**src/rtl/irq_dispatch_pkg.sv**
```systemverilog
package irq_dispatch_pkg;

  typedef enum logic [2:0] {
    ST_IDLE,
    ST_GATE0,
    ST_GATE1,
    ST_PUSH,
    ST_DESC0,
    ST_DESC1,
    ST_FIN,
    ST_POP
  } seq_st_t;

  // byte shift from a table index to an 8-byte entry
  localparam int unsigned ENTRY_SHIFT = 3;
  // gate word 1 bit that marks a 32-bit gate (type bit 3)
  localparam int unsigned GATE_WIDE_BIT = 11;

endpackage

```
**src/rtl/irq_gate_decode.sv**
```systemverilog
module irq_gate_decode
  import irq_dispatch_pkg::*;
(
  input  logic [31:0] word0,
  input  logic [31:0] word1,
  input  logic        pe_on,
  output logic [15:0] sel,
  output logic [31:0] offset,
  output logic        wide
);
  always_comb begin
    sel    = word0[31:16];
    wide   = pe_on & word1[GATE_WIDE_BIT];
    offset = wide ? {word1[31:16], word0[15:0]} : {16'h0000, word0[15:0]};
  end
endmodule

```
**src/rtl/irq_seg_decode.sv**
```systemverilog
module irq_seg_decode (
  input  logic [31:0] word0,
  input  logic [31:0] word1,
  output logic [31:0] base,
  output logic [19:0] limit,
  output logic [11:0] attr
);
  always_comb begin
    base  = {word1[31:24], word1[7:0], word0[31:16]};
    limit = {word1[19:16], word0[15:0]};
    attr  = {word1[23:20], word1[15:8]};
  end
endmodule

```
**src/rtl/irq_frame_addr.sv**
```systemverilog
module irq_frame_addr #(
  parameter int AW = 32
) (
  input  logic [AW-1:0] sp_base,
  input  logic          wide,
  input  logic          pop,
  input  logic [1:0]    slot,
  input  logic [31:0]   flags,
  input  logic [15:0]   cs,
  input  logic [31:0]   eip,
  output logic [AW-1:0] addr,
  output logic [31:0]   wdata
);
  logic [AW-1:0] push_step;
  logic [AW-1:0] pop_step;
  logic [31:0]   raw;

  always_comb begin
    // push slot k sits (k+1) units below sp, pop slot k sits k units above
    push_step = AW'({2'b00, slot} + 4'd1) << (wide ? 2 : 1);
    pop_step  = AW'(slot) << (wide ? 2 : 1);
    addr      = pop ? (sp_base + pop_step) : (sp_base - push_step);
    case (slot)
      2'd0:    raw = flags;
      2'd1:    raw = {16'h0000, cs};
      default: raw = eip;
    endcase
    wdata = wide ? raw : {16'h0000, raw[15:0]};
  end
endmodule

```
**src/rtl/irq_dispatch_seq.sv**
```systemverilog
module irq_dispatch_seq
  import irq_dispatch_pkg::*;
#(
  parameter int AW    = 32,
  parameter int VEC_W = 8
) (
  input  logic             clk,
  input  logic             rst,
  input  logic             pe,
  input  logic             vec_valid,
  input  logic [VEC_W-1:0] vec,
  input  logic             ret_req,
  input  logic             ret_op32,
  input  logic [AW-1:0]    idt_base,
  input  logic [AW-1:0]    gdt_base,
  input  logic [AW-1:0]    ldt_base,
  input  logic [AW-1:0]    sp_in,
  input  logic [31:0]      flags_in,
  input  logic [15:0]      cs_in,
  input  logic [31:0]      eip_in,
  output logic             mem_req,
  output logic             mem_we,
  output logic             mem_size32,
  output logic [AW-1:0]    mem_addr,
  output logic [31:0]      mem_wdata,
  input  logic             mem_ack,
  input  logic [31:0]      mem_rdata,
  output logic             sp_we,
  output logic [AW-1:0]    sp_wdata,
  output logic             busy,
  output logic             done,
  output logic [15:0]      handler_cs,
  output logic [31:0]      handler_eip,
  output logic [31:0]      cs_base,
  output logic [19:0]      cs_limit,
  output logic [11:0]      cs_attr,
  output logic             frame32,
  output logic             ret_done,
  output logic [31:0]      ret_eip,
  output logic [15:0]      ret_cs,
  output logic [31:0]      ret_flags
);
  localparam logic [AW-1:0] WORD_STEP  = AW'(4);
  localparam logic [AW-1:0] FRAME_WIDE = AW'(12);
  localparam logic [AW-1:0] FRAME_NARR = AW'(6);

  seq_st_t          st;
  logic [1:0]       slot;
  logic [VEC_W-1:0] cap_vec;
  logic             cap_pe;
  logic [AW-1:0]    cap_sp;
  logic [31:0]      cap_flags;
  logic [15:0]      cap_cs;
  logic [31:0]      cap_eip;
  logic             ret_wide;
  logic [31:0]      gw0, gw1, dw0, dw1;

  logic [15:0]   g_sel;
  logic [31:0]   g_off;
  logic          g_wide;
  logic [31:0]   s_base;
  logic [19:0]   s_limit;
  logic [11:0]   s_attr;
  logic          f_wide;
  logic          f_pop;
  logic [AW-1:0] f_addr;
  logic [31:0]   f_wdata;
  logic [AW-1:0] gate_addr;
  logic [AW-1:0] desc_addr;

  irq_gate_decode u_gate (
    .word0(gw0), .word1(gw1), .pe_on(cap_pe),
    .sel(g_sel), .offset(g_off), .wide(g_wide)
  );

  irq_seg_decode u_seg (
    .word0(dw0), .word1(dw1),
    .base(s_base), .limit(s_limit), .attr(s_attr)
  );

  assign f_pop  = (st == ST_POP);
  assign f_wide = f_pop ? ret_wide : g_wide;

  irq_frame_addr #(.AW(AW)) u_frame (
    .sp_base(cap_sp), .wide(f_wide), .pop(f_pop), .slot(slot),
    .flags(cap_flags), .cs(cap_cs), .eip(cap_eip),
    .addr(f_addr), .wdata(f_wdata)
  );

  assign gate_addr = idt_base + ({{(AW-VEC_W){1'b0}}, cap_vec} << ENTRY_SHIFT);
  assign desc_addr = (g_sel[2] ? ldt_base : gdt_base)
                   + {{(AW-16){1'b0}}, g_sel[15:3], 3'b000};

  always_ff @(posedge clk) begin
    if (rst) begin
      st <= ST_IDLE;  slot <= 2'd0;
      cap_vec <= '0;  cap_pe <= 1'b0;  cap_sp <= '0;
      cap_flags <= '0;  cap_cs <= '0;  cap_eip <= '0;  ret_wide <= 1'b0;
      gw0 <= '0;  gw1 <= '0;  dw0 <= '0;  dw1 <= '0;
      mem_req <= 1'b0;  mem_we <= 1'b0;  mem_size32 <= 1'b0;
      mem_addr <= '0;  mem_wdata <= '0;
      sp_we <= 1'b0;  sp_wdata <= '0;  busy <= 1'b0;  done <= 1'b0;
      handler_cs <= '0;  handler_eip <= '0;  cs_base <= '0;
      cs_limit <= '0;  cs_attr <= '0;  frame32 <= 1'b0;
      ret_done <= 1'b0;  ret_eip <= '0;  ret_cs <= '0;  ret_flags <= '0;
    end else begin
      done     <= 1'b0;
      ret_done <= 1'b0;
      sp_we    <= 1'b0;
      case (st)
        ST_IDLE: begin
          if (vec_valid) begin
            cap_vec <= vec;  cap_pe <= pe;  cap_sp <= sp_in;
            cap_flags <= flags_in;  cap_cs <= cs_in;  cap_eip <= eip_in;
            busy <= 1'b1;  st <= ST_GATE0;
          end else if (ret_req) begin
            cap_sp <= sp_in;  ret_wide <= ret_op32;  slot <= 2'd0;
            busy <= 1'b1;  st <= ST_POP;
          end
        end
        ST_GATE0, ST_GATE1, ST_DESC0, ST_DESC1: begin
          if (!mem_req) begin
            mem_req <= 1'b1;  mem_we <= 1'b0;  mem_size32 <= 1'b1;
            case (st)
              ST_GATE0: mem_addr <= gate_addr;
              ST_GATE1: mem_addr <= gate_addr + WORD_STEP;
              ST_DESC0: mem_addr <= desc_addr;
              default:  mem_addr <= desc_addr + WORD_STEP;
            endcase
          end else if (mem_ack) begin
            mem_req <= 1'b0;
            case (st)
              ST_GATE0: begin gw0 <= mem_rdata; st <= ST_GATE1; end
              ST_GATE1: begin gw1 <= mem_rdata; slot <= 2'd0; st <= ST_PUSH; end
              ST_DESC0: begin dw0 <= mem_rdata; st <= ST_DESC1; end
              default:  begin dw1 <= mem_rdata; st <= ST_FIN; end
            endcase
          end
        end
        ST_PUSH: begin
          if (!mem_req) begin
            mem_req <= 1'b1;  mem_we <= 1'b1;  mem_size32 <= f_wide;
            mem_addr <= f_addr;  mem_wdata <= f_wdata;
          end else if (mem_ack) begin
            mem_req <= 1'b0;  mem_we <= 1'b0;
            if (slot == 2'd2) begin
              sp_we    <= 1'b1;
              sp_wdata <= cap_sp - (g_wide ? FRAME_WIDE : FRAME_NARR);
              slot     <= 2'd0;
              st       <= ST_DESC0;
            end else begin
              slot <= slot + 2'd1;
            end
          end
        end
        ST_FIN: begin
          handler_cs <= g_sel;  handler_eip <= g_off;  frame32 <= g_wide;
          cs_base <= s_base;  cs_limit <= s_limit;  cs_attr <= s_attr;
          done <= 1'b1;  busy <= 1'b0;  st <= ST_IDLE;
        end
        ST_POP: begin
          if (!mem_req) begin
            mem_req <= 1'b1;  mem_we <= 1'b0;  mem_size32 <= ret_wide;
            mem_addr <= f_addr;
          end else if (mem_ack) begin
            mem_req <= 1'b0;
            case (slot)
              2'd0: ret_eip <= ret_wide ? mem_rdata : {16'h0000, mem_rdata[15:0]};
              2'd1: ret_cs  <= mem_rdata[15:0];
              default: begin
                ret_flags <= ret_wide ? mem_rdata : {16'h0000, mem_rdata[15:0]};
                sp_we     <= 1'b1;
                sp_wdata  <= cap_sp + (ret_wide ? FRAME_WIDE : FRAME_NARR);
                ret_done  <= 1'b1;
                busy      <= 1'b0;
                st        <= ST_IDLE;
              end
            endcase
            slot <= slot + 2'd1;
          end
        end
        default: st <= ST_IDLE;
      endcase
    end
  end

  AST_REQ_HOLD: assert property (@(posedge clk) disable iff (rst)
    mem_req && !mem_ack |=> mem_req && $stable(mem_addr) && $stable(mem_wdata));
  AST_NARROW_UPPER_ZERO: assert property (@(posedge clk) disable iff (rst)
    mem_req && mem_we && !mem_size32 |-> mem_wdata[31:16] == 16'h0000);
  AST_PE_OFF_NARROW: assert property (@(posedge clk) disable iff (rst)
    mem_req && mem_we && !cap_pe |-> !mem_size32);
  AST_EIP_UPPER_CLEAR: assert property (@(posedge clk) disable iff (rst)
    done && !frame32 |-> handler_eip[31:16] == 16'h0000);
  AST_IDLE_NO_REQ: assert property (@(posedge clk) disable iff (rst)
    !busy |-> !mem_req);
  AST_DONE_SINGLE: assert property (@(posedge clk) disable iff (rst)
    done || ret_done |=> !done && !ret_done);
  AST_DONE_ENDS_BUSY: assert property (@(posedge clk) disable iff (rst)
    done || ret_done |-> !busy && $past(busy));

endmodule

```
**config.mk**
```make
export PLATFORM = sky130hd
export DESIGN_NAME = irq_dispatch_seq
export DESIGN_NICKNAME = d
export VERILOG_FILES = /design/src/rtl/irq_dispatch_pkg.sv /design/src/rtl/irq_gate_decode.sv /design/src/rtl/irq_seg_decode.sv /design/src/rtl/irq_frame_addr.sv /design/src/rtl/irq_dispatch_seq.sv
export SDC_FILE = /design/constraint.sdc
export NUM_CORES = 1
export LEC_CHECK = 0
export ABC_AREA = 1
export BUFFER_PORTS_ARGS = -buffer_cell sky130_fd_sc_hd__buf_2
export CORE_MARGIN = 2
export CORE_UTILIZATION = 55
export CTS_CLUSTER_DIAMETER = 60
export CTS_CLUSTER_SIZE = 8
export DETAILED_ROUTE_END_ITERATION = 10
export PLACE_DENSITY = 0.76
export SYNTH_ARGS = -nofsm -noshare
export SYNTH_HDL_FRONTEND = slang
export SYNTH_SLANG_ARGS = --single-unit
```
**constraint.sdc**
```tcl
create_clock -name clk -period 9.55 [get_ports clk]
set_clock_uncertainty 0.05 [all_clocks]
set_input_delay 0.4775 -clock clk [delete_from_list [all_inputs] [get_ports clk]]
set_output_delay 0.4775 -clock clk [all_outputs]
set_load 0.01 [all_outputs]
```
* Word level (Yosys, flattened, before mapping) *
Index checks and enable logic that the tools add are counted.

storage, ports and cells
  register bits = 551
  latch bits = 0
  memory bits (writable) = 0
  memory bits (read-only) = 0
  input port bits = 255
  memories = 0

cells by class
  add/sub/neg operators = 10
  multipliers = 0
  div/mod/pow operators = 0
  magnitude comparators = 0
  eq/ne operators = 27
  shifts and indexed selects = 2
  muxes and demuxes = 70
  bitwise logic cells = 6
  reduce and logical (&&, ||, !) cells = 34

operator list
  kind                   count
  $mux 32                15
  $pmux 32 s2            3
  $pmux 32 s3            1
  $add 32x3->32 const B  2
  $add 32x11->32         1
  $add 32x16->32         1
  $add 32x32->32         1
  $add 32x4->32          1
  $ne 2x2->1 const B     16
  $reduce_and 4->1       8
  $shl 2x32->32          1
  $shl 32x32->32         1
  $sub 32x32->32         1
  $sub 32x4->32          1
  $mux 3                 10
  $mux 2                 11
  $mux 1                 21
  $pmux 3 s5             1
  $eq 3x3->1 const B     4
  $reduce_and 10->1      1
  $pmux 3 s3             1
  $reduce_and 3->1       3
  $reduce_and 9->1       1
  $mux 4                 2
  other kinds (25)       41

* Depth between registers and ports, before layout *
Gate-level depths: netlist of the first run.

  depth in word-level cells = 8
  depth in mapped cells = 32
  mapped depth without buffers = 29

* By module *
Synthesis of the first run repeated with hierarchy kept, for this count alone.

unflattened totals
  cells, all modules = 4,607
  area, all modules = 30,245.3 µm²

by module, submodules not included
  module            times used  cells each  area an instance (µm²)  sequential area each (µm²)
  irq_dispatch_seq  1           3,834       26,280.2                11,030.6
  irq_frame_addr    1           642         3,075.4                 0.0
  irq_seg_decode    1           64          480.5                   0.0
  irq_gate_decode   1           67          409.1                   0.0

* Worst setup path after synthesis of the first run *
No wires, ideal clock.

  path type = flip-flop to flip-flop
  start = register st[1]
  end = register sp_wdata[23]
  setup time = 115 ps
  arrival = 4,081 ps
  setup slack = 5,303 ps
  cell stages (with the launch flop) = 28
  path buffers = 3
  cells stage by stage = dfxtp_1 buf_2 nand2_1 nor2_2 inv_2 buf_2 nand2_1 inv_1 nor2_1 clkbuf_1 inv_1 ha_1 fa_1 nand3_1 nand3_1 a21oi_1 o21bai_1 nand2_1 nand2_1 nand2_1 nand2_1 nand2_1 nand2_1 a21boi_0 o21ai_0 xor2_1 o21ai_0 inv_1

on the way
  cells in the longest elaborated chain, start to end = 3
  elaborated cells on any way between the ends = 11
  classes of those cells = eq/ne: 8; mux: 1; reduce/logical: 2

ends and longest elaborated chain
  item                                                              line                     RTL
  from (decl)                                                       irq_dispatch_seq.sv:47   seq_st_t st;
  from (signal assigned)                                            irq_dispatch_seq.sv:96   st <= ST_IDLE; slot <= 2'd0;
  from (signal assigned)                                            irq_dispatch_seq.sv:115  busy <= 1'b1; st <= ST_GATE0;
  from (signal assigned)                                            irq_dispatch_seq.sv:118  busy <= 1'b1; st <= ST_POP;
  $eq 3x2->1 or $eq 3x3->1 (tied branches)                          irq_dispatch_seq.sv:110  case (st)
  $ne 2x2->1 (no source line) or $reduce_bool 2->1 (tied branches)  -
  $reduce_and 7->1 (no source line)                                 -
  to (signal assigned)                                              irq_dispatch_seq.sv:148  sp_wdata <= cap_sp - (g_wide ? FRAME_WIDE : FRAME_NARR);
  to (signal assigned)                                              irq_dispatch_seq.sv:173  sp_wdata <= cap_sp + (ret_wide ? FRAME_WIDE : FRAME_NARR);
  to (decl)                                                         irq_dispatch_seq.sv:29   output logic [AW-1:0] sp_wdata,

Several ways; a longest one is shown, not always the timed one.
A chain may end at the register's enable or synchronous reset.

* Worst setup path after layout of the first run *
  start = register st[0]
  end = register mem_addr[26]

on the way
  cells in the longest elaborated chain, start to end = 8
  elaborated cells on any way between the ends = 23
  classes of those cells = add/sub: 2; eq/ne: 8; shift: 2; mux: 7; reduce/logical: 4

ends and longest elaborated chain
  item                                              line                                              RTL
  $eq 3x3->1                                        irq_dispatch_seq.sv:81, irq_dispatch_seq.sv:110
  $mux 1                                            irq_dispatch_seq.sv:82                            assign f_wide = f_pop ? ret_wide : g_wide;
  $mux 2                                            irq_frame_addr.sv:20, irq_frame_addr.sv:21
  $shl 32x32->32 or $shl 2x32->32 (tied branches)   irq_frame_addr.sv:20, irq_frame_addr.sv:21
  $sub 32x32->32 or $add 32x32->32 (tied branches)  irq_frame_addr.sv:22                              addr = pop ? (sp_base + pop_step) : (sp_base - push_step);
  $mux 32                                           irq_frame_addr.sv:22
  $mux 32                                           irq_dispatch_seq.sv:141, irq_dispatch_seq.sv:162
  $pmux 32 s2                                       irq_dispatch_seq.sv:110
  to (signal assigned)                              irq_dispatch_seq.sv:125                           ST_GATE0: mem_addr <= gate_addr;
  to (signal assigned)                              irq_dispatch_seq.sv:143                           mem_addr <= f_addr; mem_wdata <= f_wdata;
  to (signal assigned)                              irq_dispatch_seq.sv:164                           mem_addr <= f_addr;
  to (decl)                                         irq_dispatch_seq.sv:24                            output logic [AW-1:0] mem_addr,

Several ways; a longest one is shown, not always the timed one. The select of a mux whose other input is x is not followed.

==> results_dict.tcl, run 1 <==
set metrics [dict create \
    status "completed" \
    setup_viol 0 \
    port_buffers 550 \
    clk_latency_ns 0.63 \
    cts_setup_buffers 0 \
    critPathRequiredTime_ns 9.99 \
    swShare 0.425 \
    crit_path_max_fanout 43 \
    viasPerCell 5.59 \
    wl_per_cell_um 19.0 \
    crit_family "simple AND/OR/NAND/NOR gates" \
    cts_tree "yes" \
    rr_worst_depth 28 \
    area_growth_pct 18.9 \
    r2r_slack_ns 4.41 \
    total_power_mw 9.34 \
    fp.dieH_um 228 \
    ys_seq_elements 536 \
    place_hpwl_um 70800 \
    clk_pin_slew_ns 0.05 \
    relSlewSlack 0.183 \
    power_switching_mw 3.97 \
    yosysWarnings 0 \
    start_util 0.560 \
    synth_cells 4048 \
    grtUsageTotal 0.370 \
    hold-path-cell-count 3 \
    power_frac_seq 0.298 \
    yosys.area.top_type_share 0.390 \
    nets 4840 \
    postCtsResizedCells 0 \
    crit_top_cell "nand2_1" \
    rsz0062_at_grt "no" \
    whs_endpoint "cap_eip[9]" \
    peakVddDrop_v 0.000185 \
    drive_above_1_share 0.171 \
    p_leak_nw 16.2 \
    worst-path-buf-inv 5 \
    synth.avg_cell_area_um2 6.79 \
    die_w_um 228 \
    worstMarginPinSlew_ns 1.22 \
    drt_iter0_drc 2640 \
    drv_cap 0 \
    combPwrFrac 0.429 \
    firstDrtPassIters 6 \
    drc 0 \
    drt_wl_total_um 98500 \
    hp-start "eip_in[9]" \
    grt_max_degree 181 \
    cp_data_arrival_time_ns 5.58 \
    internal_power_mw 5.37 \
    max_freq_mhz 195 \
    post-route-util 0.665 \
    reg2reg_to "mem_addr[26]" \
    antenna_found_initial 7 \
    mostFrequentLayoutCells "nand2_1, nor2_1, buf_2, dfxtp_1, o21ai_0" \
    rows 81 \
    core_region_area_mm2 0.0492 \
    numCtsBuffers 79 \
    syn_nets 4397 \
    setup_ws_ns 4.41 \
    pwr-share-clk 0.274 \
    reg2reg_from "st[0]" \
    ios 551 \
    synth_top_area_cell "dfxtp_1" \
    clock_path_buffers 3 \
    grt_pass1_wl_um 149000 \
    synth_ff_type "dfxtp_1" \
    hold_slack_ns 0.0402 \
    hold_viol 0 \
    crit_type "reg -> reg" \
    cp_slowest_cell "dfxtp_1" \
    clock_sinks 536 \
    cp-start-kind "register" \
    ys_seq_area_frac 0.390 \
    slew_viol_final 0 \
    netlist_area_mm2 0.0275 \
    synthArstFlopShare 0 \
    vias 28900 \
    synth_edf_count 0 \
    grt_pass1_vias 27200 \
    slowest_delay_ns 0.55 \
    die_area_mm2 0.0518 \
    cts_root_buf "clkbuf_16" \
    layout_commonest_cell "nand2_1" \
    endpoint_kind "register" \
    min_period_ns 5.14 \
    hold_class "in -> reg" \
    postCtsHoldBufs 0 \
    synthTopCellsByArea "dfxtp_1, nand2_1, nor2_1" \
    gp_congestion 0.978 \
    synth_cell_types 62 \
    tns_ns 0 \
    power_density_mw_per_mm2 286 \
    finalCritPeriodShare 0.538 \
    pre_cts_ws_ns 4.51 \
    htree_levels 3 \
    overflow 0 \
    drtAntennaViolNets 0 \
]
[synth_stat cells (11+ instances only)]
cell,count
o21ai_1,11
xor2_1,34
a21oi_1,383
o21ai_0,475
nor2_1,665
nand3_1,270
nand2_1,743
nor2_4,11
o21a_1,13
buf_2,13
nand2_2,18
inv_2,17
a31oi_1,17
o22ai_1,34
xnor2_1,20
nor2_2,14
o211ai_1,12
dfxtp_1,536
ha_1,90
inv_1,309
clkbuf_1,179
nor3_1,20
nand4_1,22
[flip-flops by register name, summed over array words and instances, names as in the netlist, 16 cells and up]
name and cells:
cap_cs 16, cap_eip 32, cap_flags 32, cap_sp 32, cs_base 32, cs_limit 20, dw0 32, dw1 32
gw0 32, gw1 17, handler_cs 16, handler_eip 32, mem_addr 32, mem_wdata 32, ret_cs 16, ret_eip 32
ret_flags 32, sp_wdata 32
[worst reg2reg max path: cells and delay by family, from the launching register on]
family,cells,cell delay (ns)
AO/OA/AOI/OAI,6,0.90
AND/OR/NAND/NOR,14,1.76
buffers and inverters,5,1.10
XOR/XNOR,2,0.28
adder cells (fa/ha/maj),1,0.37
flip-flops,1,0.55
[cell families (layout without fill, tap and decap cells)]
group,after synthesis,in the layout,synth area share
flops,536,536,0.390
buf+inv,545,1000,0.0772
other cells,2,6,0.000273
simple gates,1809,1809,0.276
mux,1,1,0.000364
compound gates,1007,1007,0.195
fa+ha+maj,94,94,0.0439
xor+xnor,54,54,0.0172
[per-stage QoR]
stage          instances  cell area, um2
4_1_cts             5167           32700
3_3_place_gp        5074           30500
6_report            5171           32700
2_1_floorplan       4048           27500
3_5_place_dp        5074           30500
5_1_grt             5170           32700
[final cells by class]
| cell class | count | area, um2 |
|---|---|---|
| multi-input cells | 2967 | 14700 |
| fillers | 4554 | 16500 |
| clock buffers | 81 | 1990 |
| repair buffers | 573 | 2930 |
| flip-flops and latches | 536 | 10700 |
| clock inverters | 12 | 215 |
| inverters | 334 | 1270 |
| well taps | 664 | 831 |
| diodes | 4 | 10.0 |
[power by group through the flow]
stage / Clock [mW] / Combinational (mW) / Sequential, mW
final: 2.56 / 4.00 / 2.78
after global routing: 2.67 / 4.46 / 2.80
after detailed placement: 0 / 3.92 / 2.81
after floorplan: 0 / 2.78 / 2.79
after global placement: 0 / 3.91 / 2.81
after CTS: 2.57 / 3.95 / 2.77
[layer usage]
metal,wire length (um),global-route usage
met5,30,0
met3,8190,0.0891
met4,4540,0.180
met2,45700,0.609
met1,40000,0.456
[how the worst max path moves through the flow]
stage,cells past startpoint,slack [ns],end,from
floorplan,27,5.30,sp_wdata[23],st[1]
finish,28,4.41,mem_addr[26],st[0]
CTS,27,4.44,mem_addr[26],st[0]
detailed placement,27,4.51,mem_addr[30],st[0]
global placement,28,4.61,mem_addr[30],st[0]
global route,28,3.82,mem_addr[26],st[0]
Power figures use the tool's default switching activity.
==> inputs of run 2 (changes only) <==
--- a/config.mk
+++ b/config.mk
@@ -5,14 +5,14 @@
 export SDC_FILE = /design/constraint.sdc
 export NUM_CORES = 1
 export LEC_CHECK = 0
-export ABC_AREA = 1
+export ABC_AREA = 0
 export BUFFER_PORTS_ARGS = -buffer_cell sky130_fd_sc_hd__buf_2
 export CORE_MARGIN = 2
-export CORE_UTILIZATION = 55
+export CORE_UTILIZATION = 51
 export CTS_CLUSTER_DIAMETER = 60
 export CTS_CLUSTER_SIZE = 8
 export DETAILED_ROUTE_END_ITERATION = 10
-export PLACE_DENSITY = 0.76
+export PLACE_DENSITY = 0.74
 export SYNTH_ARGS = -nofsm -noshare
 export SYNTH_HDL_FRONTEND = slang
 export SYNTH_SLANG_ARGS = --single-unit
==> constraint.sdc (replaced) <==
create_clock -name clk -period 4.5 [get_ports clk]
set_clock_uncertainty 0.05 [all_clocks]
set_input_delay 0.225 -clock clk [delete_from_list [all_inputs] [get_ports clk]]
set_output_delay 0.225 -clock clk [all_outputs]
set_load 0.01 [all_outputs]
==> results_dict.tcl, run 2 <==
set metrics [dict create \
    status "completed" \
    hold_slack_ns 0.0175 \
    viasPerCell 5.81 \
    crit_path_max_fanout 9 \
    yosys.area.top_type_share 0.388 \
    firstDrtPassIters 5 \
    drive_above_1_share 0.198 \
    antenna_found_initial 6 \
    worstMarginPinSlew_ns 1.21 \
    synth_cell_types 115 \
    die_area_mm2 0.0561 \
    syn_nets 4002 \
    rows 85 \
    clk_pin_slew_ns 0.05 \
    cp_data_arrival_time_ns 4.81 \
    grt_pass1_wl_um 150000 \
    power_switching_mw 7.05 \
    htree_levels 3 \
    top_usage_layer "met2" \
    critPathRequiredTime_ns 4.92 \
    cp-start-kind "register" \
    use_met2 0.518 \
    die_w_um 237 \
    cp_slowest_cell "fa_2" \
    use_met3 0.0711 \
    area_growth_pct 26.3 \
    drtAntennaViolNets 0 \
    pwr-share-clk 0.291 \
    gp_congestion 0.932 \
    combPwrFrac 0.405 \
    synth_most_common_cell "nand2_1" \
    crit_top_cell "nor4b_4" \
    yosysWarnings 0 \
    grtUsageTotal 0.336 \
    grt_max_degree 205 \
    use_met1 0.452 \
    crit_type "reg -> reg" \
    ys_seq_elements 536 \
    pre_cts_ws_ns -0.0675 \
    mostFrequentLayoutCells "nand2_1, a21oi_1, buf_2, dfxtp_1, nor2_1" \
    power_density_mw_per_mm2 529 \
    netlist_area_mm2 0.0276 \
    overflow 0 \
    setup_viol 0 \
    numCtsBuffers 79 \
    synth_ff_type "dfxtp_1" \
    p_leak_nw 14.0 \
    min_period_ns 4.40 \
    place_hpwl_um 66800 \
    synthTopCellsByArea "dfxtp_1, nand2_1, a21oi_1" \
    drv_cap 0 \
    finalCritPeriodShare 0.977 \
    synth_top_area_cell "dfxtp_1" \
    design_area_mm2 0.0349 \
    internal_power_mw 11.4 \
    drt_iter0_drc 3045 \
    drt_wl_total_um 98600 \
    worst-path-buf-inv 1 \
    power_frac_seq 0.305 \
    slowest_delay_ns 0.52 \
    peakVddDrop_v 0.000373 \
    crit_chain "mux2_2, ha_2, inv_2, fa_2, nor4b_4, a41oi_2, a21o_1, nor4b_4, o21ai_4, nor3b_4, o211ai_4, or3_1, a311o_1, a221oi_2, nor3_1" \
    slew_viol_final 0 \
    grt_pass1_vias 26700 \
    clock_sinks 536 \
    crit_family "simple AND/OR/NAND/NOR gates" \
    synth.avg_cell_area_um2 7.56 \
    clock_path_buffers 3 \
    drc 0 \
    nets 4631 \
    fp.dieH_um 237 \
    swShare 0.382 \
    ios 551 \
    yosys-top-cells-count "nand2_1, a21oi_1, dfxtp_1" \
    fillers 4517 \
    wl_per_cell_um 19.7 \
    hold_class "in -> reg" \
    setup_ws_ns 0.105 \
    max_freq_mhz 228 \
    cts_tree "yes" \
    synth_cells 3653 \
    clk_latency_ns 0.61 \
    core_region_area_mm2 0.0537 \
    vias 29000 \
    endpoint_kind "register" \
    start_util 0.514 \
    layout_commonest_cell "nand2_1" \
    cts_root_buf "clkbuf_16" \
    hold_viol 0 \
    relSlewSlack 0.190 \
    dpl_cell_area_mm2 0.0309 \
    port_buffers 550 \
    ys_seq_area_frac 0.388 \
    synth_edf_count 0 \
    synthArstFlopShare 0 \
]
run 2: cell count changes after synthesis, moves of 178 or more:
cell | before | now
nor2_1 | 665 | 203
nand3_1 | 270 | 92
nand2_1 | 743 | 1011
o21ai_0 | 475 | 106
inv_1 | 309 | 34
a21oi_1 | 383 | 614
run 2: cells by family (layout without fill, tap and decap cells):
kind of cell / count (synthesis) / after routing / synth area share
adder cells (fa/ha/maj): 103 / 103 / 0.0469
other: 2 / 5 / 0.000272
AO/OA/AOI/OAI: 1027 / 1027 / 0.223
multiplexers: 54 / 54 / 0.0204
buffers and inverters: 283 / 924 / 0.0459
AND/OR/NAND/NOR: 1524 / 1524 / 0.236
XOR/XNOR: 124 / 124 / 0.0396
flip-flops: 536 / 536 / 0.388
run 2: routing by layer:
layer | wire length [um] | share of wire
met5 | 41 | 0.00042
met3 | 8550 | 0.087
met2 | 43500 | 0.44
met4 | 4420 | 0.045
met1 | 42100 | 0.43
run 2: through the flow:
step	util	power (mW)	std cells	setup TNS, ns
after floorplan	-	10.8	3653	-0.0214
after global placement	0.576	12.7	4735	0
after detailed placement	0.576	12.7	4735	-0.0995
after CTS	0.646	18.2	4984	0
after global routing	0.650	19.5	4991	-0.0189
final	0.650	18.4	4993	0
run 2: layout make-up:
| cell class | instances | area [um2] | share of cell area |
|---|---|---|---|
| Tap cell | 696 | 871 | 0.0250 |
| Antenna cell | 3 | 7.51 | 0.000215 |
| Clock inverter | 10 | 134 | 0.00384 |
| Clock buffer | 83 | 2040 | 0.0586 |
| Timing Repair Buffer | 796 | 5070 | 0.145 |
| Multi-Input combinational cell | 2834 | 15900 | 0.456 |
| Inverter | 35 | 131 | 0.00376 |
| Sequential cell | 536 | 10700 | 0.308 |
run 2: worst paths after layout:
| kind | depth (start not counted) | start | endpoint | slack, ns |
|---|---|---|---|---|
| hold reg to reg | 2 | handler_eip[29] | handler_eip[29] | 0.39 |
| hold / removal | 2 | rst | mem_addr[7] | 0.02 |
| setup / recovery | 15 | gw0[18] | mem_addr[23] | 0.10 |
| setup reg to reg | 15 | gw0[18] | mem_addr[23] | 0.10 |
run 2: timing repair:
action,CTS,global route
endpoints found under the setup margin,3,15
hold endpoints to repair,316,0
hold buffers,156,0
setup buffers,0,6
pin swaps,0,6
gates resized for setup,2,35
run 2: power groups by stage:
stage          Sequential (mW)  Clock (mW)  Combinational [mW]
4_1_cts                   5.60        5.39                7.20
2_1_floorplan             5.64           0                5.17
3_5_place_dp              5.68           0                7.04
5_1_grt                   5.66        5.61                8.18
3_3_place_gp              5.68           0                7.03
6_report                  5.62        5.36                7.47
